File: src/rtl/bankwin_pkg.sv
package bankwin_pkg;

  localparam int PAGE_W = 6;
  localparam int OFS_W  = 8;
  localparam int CPU_AW = 16;

  // High byte of the CPU address selects the 256-byte bus page
  function automatic logic page_hit(input logic [CPU_AW-1:0] a, input logic [7:0] hi);
    return a[CPU_AW-1:OFS_W] == hi;
  endfunction

  // Register decode: full address match
  function automatic logic reg_hit(input logic [CPU_AW-1:0] a, input logic [7:0] hi,
                                   input logic [7:0] lo);
    return (a[CPU_AW-1:OFS_W] == hi) && (a[OFS_W-1:0] == lo);
  endfunction

  // Width of the physical address for a given block width
  function automatic int phys_width(input int blk_w);
    return blk_w + PAGE_W + OFS_W;
  endfunction

endpackage

File: src/rtl/bankwin_decode.sv
module bankwin_decode
  import bankwin_pkg::*;
#(
  parameter logic [7:0] WIN_PAGE = 8'hDE,
  parameter logic [7:0] REG_PAGE = 8'hDF,
  parameter logic [7:0] BLK_OFS  = 8'hFF,
  parameter logic [7:0] PG_OFS   = 8'hFE
) (
  input  logic              clk,
  input  logic              rst_n,
  input  logic [CPU_AW-1:0] cpu_addr,
  input  logic              cpu_wr,
  input  logic              io1_sel,
  input  logic              io2_sel,
  output logic              win_hit,
  output logic              win_we,
  output logic              blk_wr,
  output logic              pg_wr
);

  logic reg_wr_cycle;

  assign reg_wr_cycle = io2_sel && cpu_wr;
  assign blk_wr  = reg_wr_cycle && reg_hit(cpu_addr, REG_PAGE, BLK_OFS);
  assign pg_wr   = reg_wr_cycle && reg_hit(cpu_addr, REG_PAGE, PG_OFS);
  assign win_hit = io1_sel && page_hit(cpu_addr, WIN_PAGE);
  assign win_we  = win_hit && cpu_wr;

  // at most one register is written per cycle, and never on a read
  p_one_reg_r7: assert property (@(posedge clk) disable iff (!rst_n)
    !(blk_wr && pg_wr));
  p_no_read_load_r7: assert property (@(posedge clk) disable iff (!rst_n)
    !cpu_wr |-> !(blk_wr || pg_wr));
  // write direction only inside the window
  p_we_in_window_r6: assert property (@(posedge clk) disable iff (!rst_n)
    win_we |-> win_hit);

endmodule

File: src/rtl/bankwin_reg.sv
module bankwin_reg #(
  parameter int W = 6
) (
  input  logic         clk,
  input  logic         rst_n,
  input  logic         load,
  input  logic [W-1:0] d,
  output logic [W-1:0] q
);

  always_ff @(posedge clk) begin
    if (!rst_n)    q <= '0;
    else if (load) q <= d;
  end

  // a load takes the value presented at the edge
  p_load_r2: assert property (@(posedge clk) disable iff (!rst_n)
    load |=> q == $past(d));
  // without a load the register holds
  p_hold_r7: assert property (@(posedge clk) disable iff (!rst_n)
    !load |=> $stable(q));
  // leaving reset the register is clear
  p_reset_r1: assert property (@(posedge clk) disable iff (!rst_n)
    $rose(rst_n) |-> q == '0);

endmodule

File: src/rtl/bankwin_compose.sv
module bankwin_compose
  import bankwin_pkg::*;
#(
  parameter int BLK_W = 6,
  localparam int PHYS_W = BLK_W + PAGE_W + OFS_W
) (
  input  logic [BLK_W-1:0]  blk,
  input  logic [PAGE_W-1:0] pg,
  input  logic [OFS_W-1:0]  ofs,
  output logic [PHYS_W-1:0] phys
);

  assign phys = {blk, pg, ofs};

endmodule

File: src/rtl/bankwin_regs.sv
module bankwin_regs
  import bankwin_pkg::*;
#(
  parameter bit WIDE_BLOCK = 1'b0,
  localparam int BLK_W  = WIDE_BLOCK ? 8 : 6,
  localparam int PHYS_W = BLK_W + PAGE_W + OFS_W
) (
  input  logic              clk,
  input  logic              rst_n,
  input  logic [CPU_AW-1:0] cpu_addr,
  input  logic [7:0]        cpu_data,
  input  logic              cpu_wr,
  input  logic              io1_sel,
  input  logic              io2_sel,
  output logic [PHYS_W-1:0] mem_addr,
  output logic              mem_sel,
  output logic              mem_we
);

  logic              blk_wr, pg_wr;
  logic [BLK_W-1:0]  blk_q;
  logic [PAGE_W-1:0] pg_q;
  logic [BLK_W-1:0]  blk_d;
  logic [PAGE_W-1:0] pg_d;

  bankwin_decode u_decode (
    .clk      (clk),
    .rst_n    (rst_n),
    .cpu_addr (cpu_addr),
    .cpu_wr   (cpu_wr),
    .io1_sel  (io1_sel),
    .io2_sel  (io2_sel),
    .win_hit  (mem_sel),
    .win_we   (mem_we),
    .blk_wr   (blk_wr),
    .pg_wr    (pg_wr)
  );

  // the block width picks how many data bits are kept
  generate
    if (BLK_W < 8) begin : g_narrow
      logic [7-BLK_W:0] unused_blk_bits;
      assign blk_d = cpu_data[BLK_W-1:0];
      assign unused_blk_bits = cpu_data[7:BLK_W];
    end else begin : g_full
      assign blk_d = cpu_data[BLK_W-1:0];
    end
  endgenerate

  // the page register keeps 6 bits
  logic [7-PAGE_W:0] unused_pg_bits;
  assign pg_d = cpu_data[PAGE_W-1:0];
  assign unused_pg_bits = cpu_data[7:PAGE_W];

  bankwin_reg #(.W(BLK_W)) u_blk (
    .clk (clk), .rst_n (rst_n), .load (blk_wr), .d (blk_d), .q (blk_q)
  );

  bankwin_reg #(.W(PAGE_W)) u_pg (
    .clk (clk), .rst_n (rst_n), .load (pg_wr), .d (pg_d), .q (pg_q)
  );

  bankwin_compose #(.BLK_W(BLK_W)) u_compose (
    .blk  (blk_q),
    .pg   (pg_q),
    .ofs  (cpu_addr[OFS_W-1:0]),
    .phys (mem_addr)
  );

  // window strobe only with I/O-1 active
  p_sel_io1_r5: assert property (@(posedge clk) disable iff (!rst_n)
    mem_sel |-> io1_sel);
  // direction follows the CPU cycle type
  p_we_dir_r6: assert property (@(posedge clk) disable iff (!rst_n)
    mem_we |-> (cpu_wr && mem_sel));
  // low byte passes straight through, upper bits follow the registers
  p_ofs_r4: assert property (@(posedge clk) disable iff (!rst_n)
    mem_addr[OFS_W-1:0] == cpu_addr[OFS_W-1:0]);
  p_page_r4: assert property (@(posedge clk) disable iff (!rst_n)
    mem_addr[OFS_W+PAGE_W-1:OFS_W] == pg_q);

endmodule

File: config.mk
export PLATFORM = sky130hd
export DESIGN_NAME = bankwin_regs
export DESIGN_NICKNAME = d
export VERILOG_FILES = /design/src/rtl/bankwin_pkg.sv /design/src/rtl/bankwin_decode.sv /design/src/rtl/bankwin_reg.sv /design/src/rtl/bankwin_compose.sv /design/src/rtl/bankwin_regs.sv
export SDC_FILE = /design/constraint.sdc
export NUM_CORES = 1
export LEC_CHECK = 0
export BUFFER_PORTS_ARGS = -buffer_cell sky130_fd_sc_hd__buf_4
export CORE_MARGIN = 1.5
export CORE_UTILIZATION = 35
export CTS_CLUSTER_SIZE = 24
export DETAILED_ROUTE_END_ITERATION = 8
export GPL_TIMING_DRIVEN = 0
export PLACE_DENSITY = 0.71
export REMOVE_ABC_BUFFERS = 1
export SYNTH_ARGS = -nofsm -noshare
export SYNTH_HDL_FRONTEND = slang
export SYNTH_SLANG_ARGS = --single-unit
File: constraint.sdc
create_clock -name clk -period 2 [get_ports clk]
set_clock_uncertainty 0.05 [all_clocks]
set_input_delay 0.2 -clock clk [delete_from_list [all_inputs] [get_ports clk]]
set_output_delay 0.2 -clock clk [all_outputs]
set_load 0.1 [all_outputs]
==> reports/metrics.yaml, run 1 <==
die_y_um: 45.0
swShare: 0.300
worst_pin_slew_ns: 0.359
slowest_stage: "buf_4"
p_int_mw: 0.397
syn_inst: 65
maxSlewHeadroom: 0.759
seqPwrFrac: 0.420
peakVddDrop_mv: 0.436
max_freq_mhz: 700
dp_hpwl_um: 1200
slowest_delay_ns: 0.28
setup_violations: 0
arrival_ns: 1.18
h-tree-depth: 1
synth_cell_types: 16
path_cells: "buf_4, nand4b_4, nor4_1, and2_1, buf_4"
grt-ovfl-total: 0
p_comb_frac: 0.243
routed_wl_um: 1480
die_area_mm2: 0.00202
criticalPathCategory: "in -> out"
rr_worst_depth: 2
port_buffers: 48
cts_resized: 0
p_sw_mw: 0.170
dr.pass1.iters: 4
grt_start_max_net_pins: 19
cp_data_required_time_ns: 1.75
synth_area_um2: 617
tns_ns: 0
ys_seq_elements: 12
cts_setup_buffers: 0
path_clk_slew_ns: 0.08
yosys.area.top_type_share: 0.389
post_drt_wl_per_cell_um: 12.0
ys_seq_area_frac: 0.389
power.density_mw_per_mm2: 588
grt_pass1_wl_um: 2300
grtUsageTotal: 0.156
antenna_cells: 0
drc: 0
cpMostUsedCell: "buf_4"
outcome: "finished clean"
chipWidth_um: 45.0
detail_route.iter0.violations: 4
period_share: 0.714
fin_nets: 137
synthTopCellsByArea: "dfxtp_1 (39%), mux2i_1 (19%), nand2_1 (12%)"
tritoncts: "yes"
avgViaCountPerCell: 4.72
dr_total_vias: 581
area_growth_syn_to_layout_pct: 56.6
fin_area_um2: 966
yosysWarnings: 0
clock_path_buffers: 2
clock_latency_ns: 0.27
dpl_cell_area_um2: 930
leakage_nw: 0.560
critPathLaunchType: "input port"
hold_depth: 3
clockPowerShare: 0.336
rows: 14
grt_pass1_vias: 564
drive_above_1_share: 0.523
drtAntennaViolNets: 0
clock-root-buffer: "clkbuf_4"
finalCriticalPeriod_ns: 1.43
cts-hold-fix-buffers: 0
rsz0062_at_grt: "false"
numCtsBuffers: 3
avgSynthCellArea_um2: 9.49
initial_core_util: 0.391
antenna_found_initial: 0
globalplace.congestion: 0.653
yosysTopAreaCell: "dfxtp_1"
coreArea_mm2: 0.00158
instances_no_fill: 123
cp-end-kind: "output port"
cts_sinks: 12
cap_violations: 0
min_path_type: "in -> reg"
placedCellCount: 119
drv_slew: 0
critPathMaxFanout: 2
ios: 51
finalHoldViolations: 0
## power by group through the flow
| stage | clock, mW | combinational (mW) | sequential [mW] |
|---|---|---|---|
| 3_3_place_gp | 0 | 0.136 | 0.244 |
| 3_5_place_dp | 0 | 0.139 | 0.244 |
| 4_1_cts | 0.194 | 0.139 | 0.239 |
| 6_report | 0.191 | 0.138 | 0.239 |
| 2_1_floorplan | 0 | 0.0118 | 0.244 |
| 5_1_grt | 0.204 | 0.144 | 0.239 |
## cells in the mapped netlist
library cell and number:
inv_1 1, nor2_1 1, nand2_1 19, dfxtp_1 12, and2_1 1, nand3_4 1
nor4_1 1, buf_4 8, mux2i_1 12, nand3_1 1, and3_1 1, nand4_1 2
clkbuf_1 2, nand2_4 1, nor4_4 1, nand4b_4 1
## per-stage QoR
stage	utilization	setup slack, ns	hold WS, ns	power (mW)
after floorplan	-	-2.52	0.301	0.256
after global placement	0.590	0.573	0.395	0.381
after detailed placement	0.590	0.555	0.405	0.383
after CTS	0.613	0.555	0.159	0.572
after global routing	0.613	0.483	0.159	0.587
final	0.613	0.572	0.157	0.568
## layer usage
layer  global-route usage  wire (um)  vias to the layer above
met5                    0          0                        -
met4               0.0353          0                        0
met3               0.0480         73                        0
met2                0.283        825                       14
met1                0.176        577                      273
li1                     -          -                      294
## cell usage in the layout, fill, tap and decap left out
master and instances:
and2_1 1, and3_1 1, buf_4 48, clkbuf_4 3, clkbuf_8 1, dfxtp_1 12, inv_1 1, mux2i_1 12
nand2_1 19, nand2_4 1, nand3_1 1, nand3_4 1, nand4_1 2, nand4b_4 1, nor2_1 1, nor4_1 1
nor4_4 1
## worst max-delay path: cells and delay by family
kind / cells / cell delay [ns]
buf+inv: 2 / 0.39
simple gates: 3 / 0.59
## state kept, by name, indices dropped and copies added, names as in the netlist
register	count
u_blk.q	6
u_pg.q	6
## final timing paths
check	startpoint	endpoint	slack [ns]
setup reg to reg	u_blk.q[2]	u_blk.q[2]	1.36
setup / recovery	cpu_addr[13]	mem_we	0.57
hold reg to reg	u_blk.q[5]	u_blk.q[5]	0.41
hold / removal	cpu_data[0]	u_blk.q[0]	0.16
## kinds of logic after synthesis
| logic type | share of synthesized area |
|---|---|
| and+or+nand+nor | 0.300 |
| muxes | 0.195 |
| buffers and inverters | 0.116 |
| DFF | 0.389 |
## area by class of cell
class | count | area (um^2)
Fill cell | 152 | 611
Timing Repair Buffer | 48 | 360
Multi-Input combinational cell | 42 | 305
Sequential cell | 12 | 240
Clock buffer | 4 | 36.3
Tap cell | 16 | 20.0
Inverter | 1 | 3.75
(Power assumes the default switching activity.)
==> run 2: changes to the inputs <==
--- a/config.mk
+++ b/config.mk
@@ -5,13 +5,14 @@
 export SDC_FILE = /design/constraint.sdc
 export NUM_CORES = 1
 export LEC_CHECK = 0
+export ABC_AREA = 1
 export BUFFER_PORTS_ARGS = -buffer_cell sky130_fd_sc_hd__buf_4
 export CORE_MARGIN = 1.5
 export CORE_UTILIZATION = 35
 export CTS_CLUSTER_SIZE = 24
 export DETAILED_ROUTE_END_ITERATION = 8
 export GPL_TIMING_DRIVEN = 0
-export PLACE_DENSITY = 0.71
+export PLACE_DENSITY = 0.67
 export REMOVE_ABC_BUFFERS = 1
 export SYNTH_ARGS = -nofsm -noshare
 export SYNTH_HDL_FRONTEND = slang
==> constraint.sdc (replaced) <==
create_clock -name clk -period 1.38 [get_ports clk]
set_clock_uncertainty 0.05 [all_clocks]
set_input_delay 0.138 -clock clk [delete_from_list [all_inputs] [get_ports clk]]
set_output_delay 0.138 -clock clk [all_outputs]
set_load 0.1 [all_outputs]
==> run 2 against run 1 <==
Synthesized cell count grew 68%; largest power group unchanged; total power grew 35%; critical endpoint unchanged; area after synthesis grew 15%; non-clock buffer count is the same.
==> reports/metrics.yaml, run 2 <==
arrival_ns: 1.08  # was 1.18 ns
placedCellCount: 174  # was 119
finish.utilization: 0.546  # was 0.613
ios: 51  # unchanged
cts_setup_buffers: 0  # unchanged
synth_edf_count: 0  # unchanged
peakVddDrop_mv: 0.481  # was 0.436 mV
rr_worst_depth: 2  # unchanged
drc: 0  # unchanged
coreArea_mm2: 0.00194  # was 0.00158 mm^2
cp_data_required_time_ns: 1.19  # was 1.75 ns
avgSynthCellArea_um2: 6.53  # was 9.49 um^2
mostFrequentLayoutCells: "buf_4 (48), nor2_1 (29), nand2_1 (23)"  # was buf_4 (48), nand2_1 (19), mux2i_1 (12), dfxtp_1 (12), clkbuf_4 (3)
grt_start_max_net_pins: 13  # was 19
grt-ovfl-total: 0  # unchanged
antenna_cells: 0  # unchanged
top_regs: "u_blk.q (6), u_pg.q (6)"  # unchanged
cp-end-kind: "output port"  # unchanged
antenna_found_initial: 0  # unchanged
dr_total_vias: 778  # was 581
dp_hpwl_um: 1360  # was 1200 um
hold_depth: 3  # unchanged
cpMostUsedCell: "buf_4"  # unchanged
worst_pin_slew_ns: 0.652  # was 0.359 ns
tritoncts: "yes"  # unchanged
port_buffers: 48  # unchanged
syn_inst: 109  # was 65
dr.pass1.iters: 2  # was 4
clock_path_buffers: 2  # unchanged
synth_compound_area_frac: 0  # unchanged
post_drt_wl_per_cell_um: 8.91  # was 12.0 um
setup_violations: 0  # unchanged
yosys.area.top_type_share: 0.337  # was 0.389
synth-xor-area-share: 0  # unchanged
clock-root-buffer: "clkbuf_4"  # unchanged
outcome: "finished clean"  # unchanged
synth_cell_types: 14  # was 16
area_growth_syn_to_layout_pct: 48.9  # was 56.6%
path_cells: "buf_4, inv_1, nand2_1, nor2_4, nand3b_1, nor3b_1, buf_4"  # was buf_4, nand4b_4, nor4_1, and2_1, buf_4
drive_above_1_share: 0.387  # was 0.523
rsz0062_at_grt: "false"  # unchanged
synthTopCellsByArea: "dfxtp_1 (34%), nor2_1 (15%), nand2_1 (12%)"  # was dfxtp_1 (39%), mux2i_1 (19%), nand2_1 (12%)
total_power_mw: 0.768  # was 0.568 mW
synthTopCellsByCount: "nor2_1 (29), nand2_1 (23), nand3_1 (13)"  # was nand2_1 (19), dfxtp_1 (12), mux2i_1 (12)
instances_no_fill: 177  # was 123
initial_core_util: 0.367  # was 0.391
finalCriticalPeriod_ns: 1.27
fin_area_mm2: 0.00106  # was 966 um^2
muxShareOfSynthArea: 0  # was 0.195
criticalPathCategory: "in -> out"  # unchanged
avgViaCountPerCell: 4.40  # was 4.72
h-tree-depth: 1  # unchanged
synth-simple-area-share: 0.508  # was 0.300
synthAdderAreaFrac: 0  # unchanged
die_y_um: 48.1  # was 45.0 um
numCtsBuffers: 3  # unchanged
clock_latency_ns: 0.26  # was 0.27 ns
leakage_nw: 0.540  # was 0.560 nW
globalplace.congestion: 0.775  # was 0.653
ys_seq_area_frac: 0.337  # was 0.389
routed_wl_um: 1580  # was 1480 um
cts-hold-fix-buffers: 0  # unchanged
cap_violations: 0  # unchanged
slowest_stage: "buf_4"  # unchanged
post-synth-top-count-cell: "nor2_1"  # was nand2_1
final_common_cell: "buf_4"  # unchanged
die_area_mm2: 0.00231  # was 0.00202 mm^2
detail_route.iter0.violations: 1  # was 4
grtUsageTotal: 0.148  # was 0.156
power.density_mw_per_mm2: 725  # was 588 mW/mm^2
synth_top_family_by_area: "simple AND/OR/NAND/NOR gates"  # unchanged
slowest_delay_ns: 0.32  # was 0.28 ns
maxSlewHeadroom: 0.564  # was 0.759
grt_pass1_wl_um: 2370  # was 2300 um
critPathLaunchType: "input port"  # unchanged
yosysTopAreaCell: "dfxtp_1"  # unchanged
nFillCells: 207  # was 152
critPathMaxFanout: 2  # unchanged
finalHoldViolations: 0  # unchanged
ys_seq_elements: 12  # unchanged
grt_pass1_vias: 638  # was 564
min_path_type: "in -> reg"  # unchanged
period_share: 0.921
cts_sinks: 12  # unchanged
fin_nets: 181  # was 137
chipWidth_um: 48.1  # was 45.0 um
yosysWarnings: 0  # unchanged
dpl_cell_area_mm2: 0.00104  # was 930 um^2
rows: 16  # was 14
drv_slew: 0  # unchanged
path_clk_slew_ns: 0.07  # was 0.08 ns
max_freq_mhz: 787
async_flop_share: 0  # unchanged
synth_area_um2: 712  # was 617 um^2
synthFlopType: "dfxtp_1"  # unchanged
drtAntennaViolNets: 0  # unchanged
cts_resized: 0  # unchanged
run 2: changes by cell type after synthesis, sizes merged, moves of 2 or more:
cell and change:
nor2 +34, mux2i -12, nand3 +11, inv +10
nand2 +4, buf +2, clkbuf -2, nor4 -2
run 2: power breakdown:
part / internal, mW / switching, mW / leakage, nW
Combinational: 0.0746 / 0.141 / 0.430
Sequential: 0.346 / 0.00000136 / 0.0966
Clock: 0.101 / 0.105 / 0.0138
run 2: final cells by class:
type                            instances  area, um^2  share of cell area
Timing Repair Buffer                   48         360               0.340
Multi-Input combinational cell         76         362               0.341
Inverter                               11        41.3              0.0390
Tap cell                               27        33.8              0.0319
Clock buffer                            3        22.5              0.0213
Sequential cell                        12         240               0.227
run 2: cells by family (layout without fill, tap and decap cells):
family | Yosys count | count (layout)
AND/OR/NAND/NOR | 76 | 76
flip-flops | 12 | 12
buffers and inverters | 21 | 62
run 2: worst paths after layout:
kind | start | end | slack, ns
setup reg to reg | u_blk.q[4] | u_blk.q[4] | 0.76
setup / recovery | cpu_addr[13] | mem_we | 0.11
hold reg to reg | u_blk.q[3] | u_blk.q[3] | 0.43
hold / removal | rst_n | u_blk.q[3] | 0.11
run 2: per-stage QoR:
| stage | setup TNS (ns) | hold WS [ns] | worst slack [ns] |
|---|---|---|---|
| 2_1_floorplan | -1.98 | 0.209 | -1.47 |
| 3_3_place_gp | 0 | 0.392 | 0.106 |
| 4_1_cts | 0 | 0.103 | 0.0968 |
| 3_5_place_dp | 0 | 0.396 | 0.112 |
| 6_report | 0 | 0.114 | 0.109 |
| 5_1_grt | 0 | 0.118 | 0.0419 |
run 2: per-layer routing:
layer  part of all wire  GRT usage  vias up
met5                  0          0        -
met4              0.017      0.114        0
li1                   -          -      408
met3              0.093     0.0222        2
met1               0.39      0.178      327
met2               0.50      0.235       41
run 2: worst max-delay path, delay by kind of cell:
kind                   cells  cell delay, ns
and+or+nand+nor            4            0.48
buffers and inverters      3            0.47
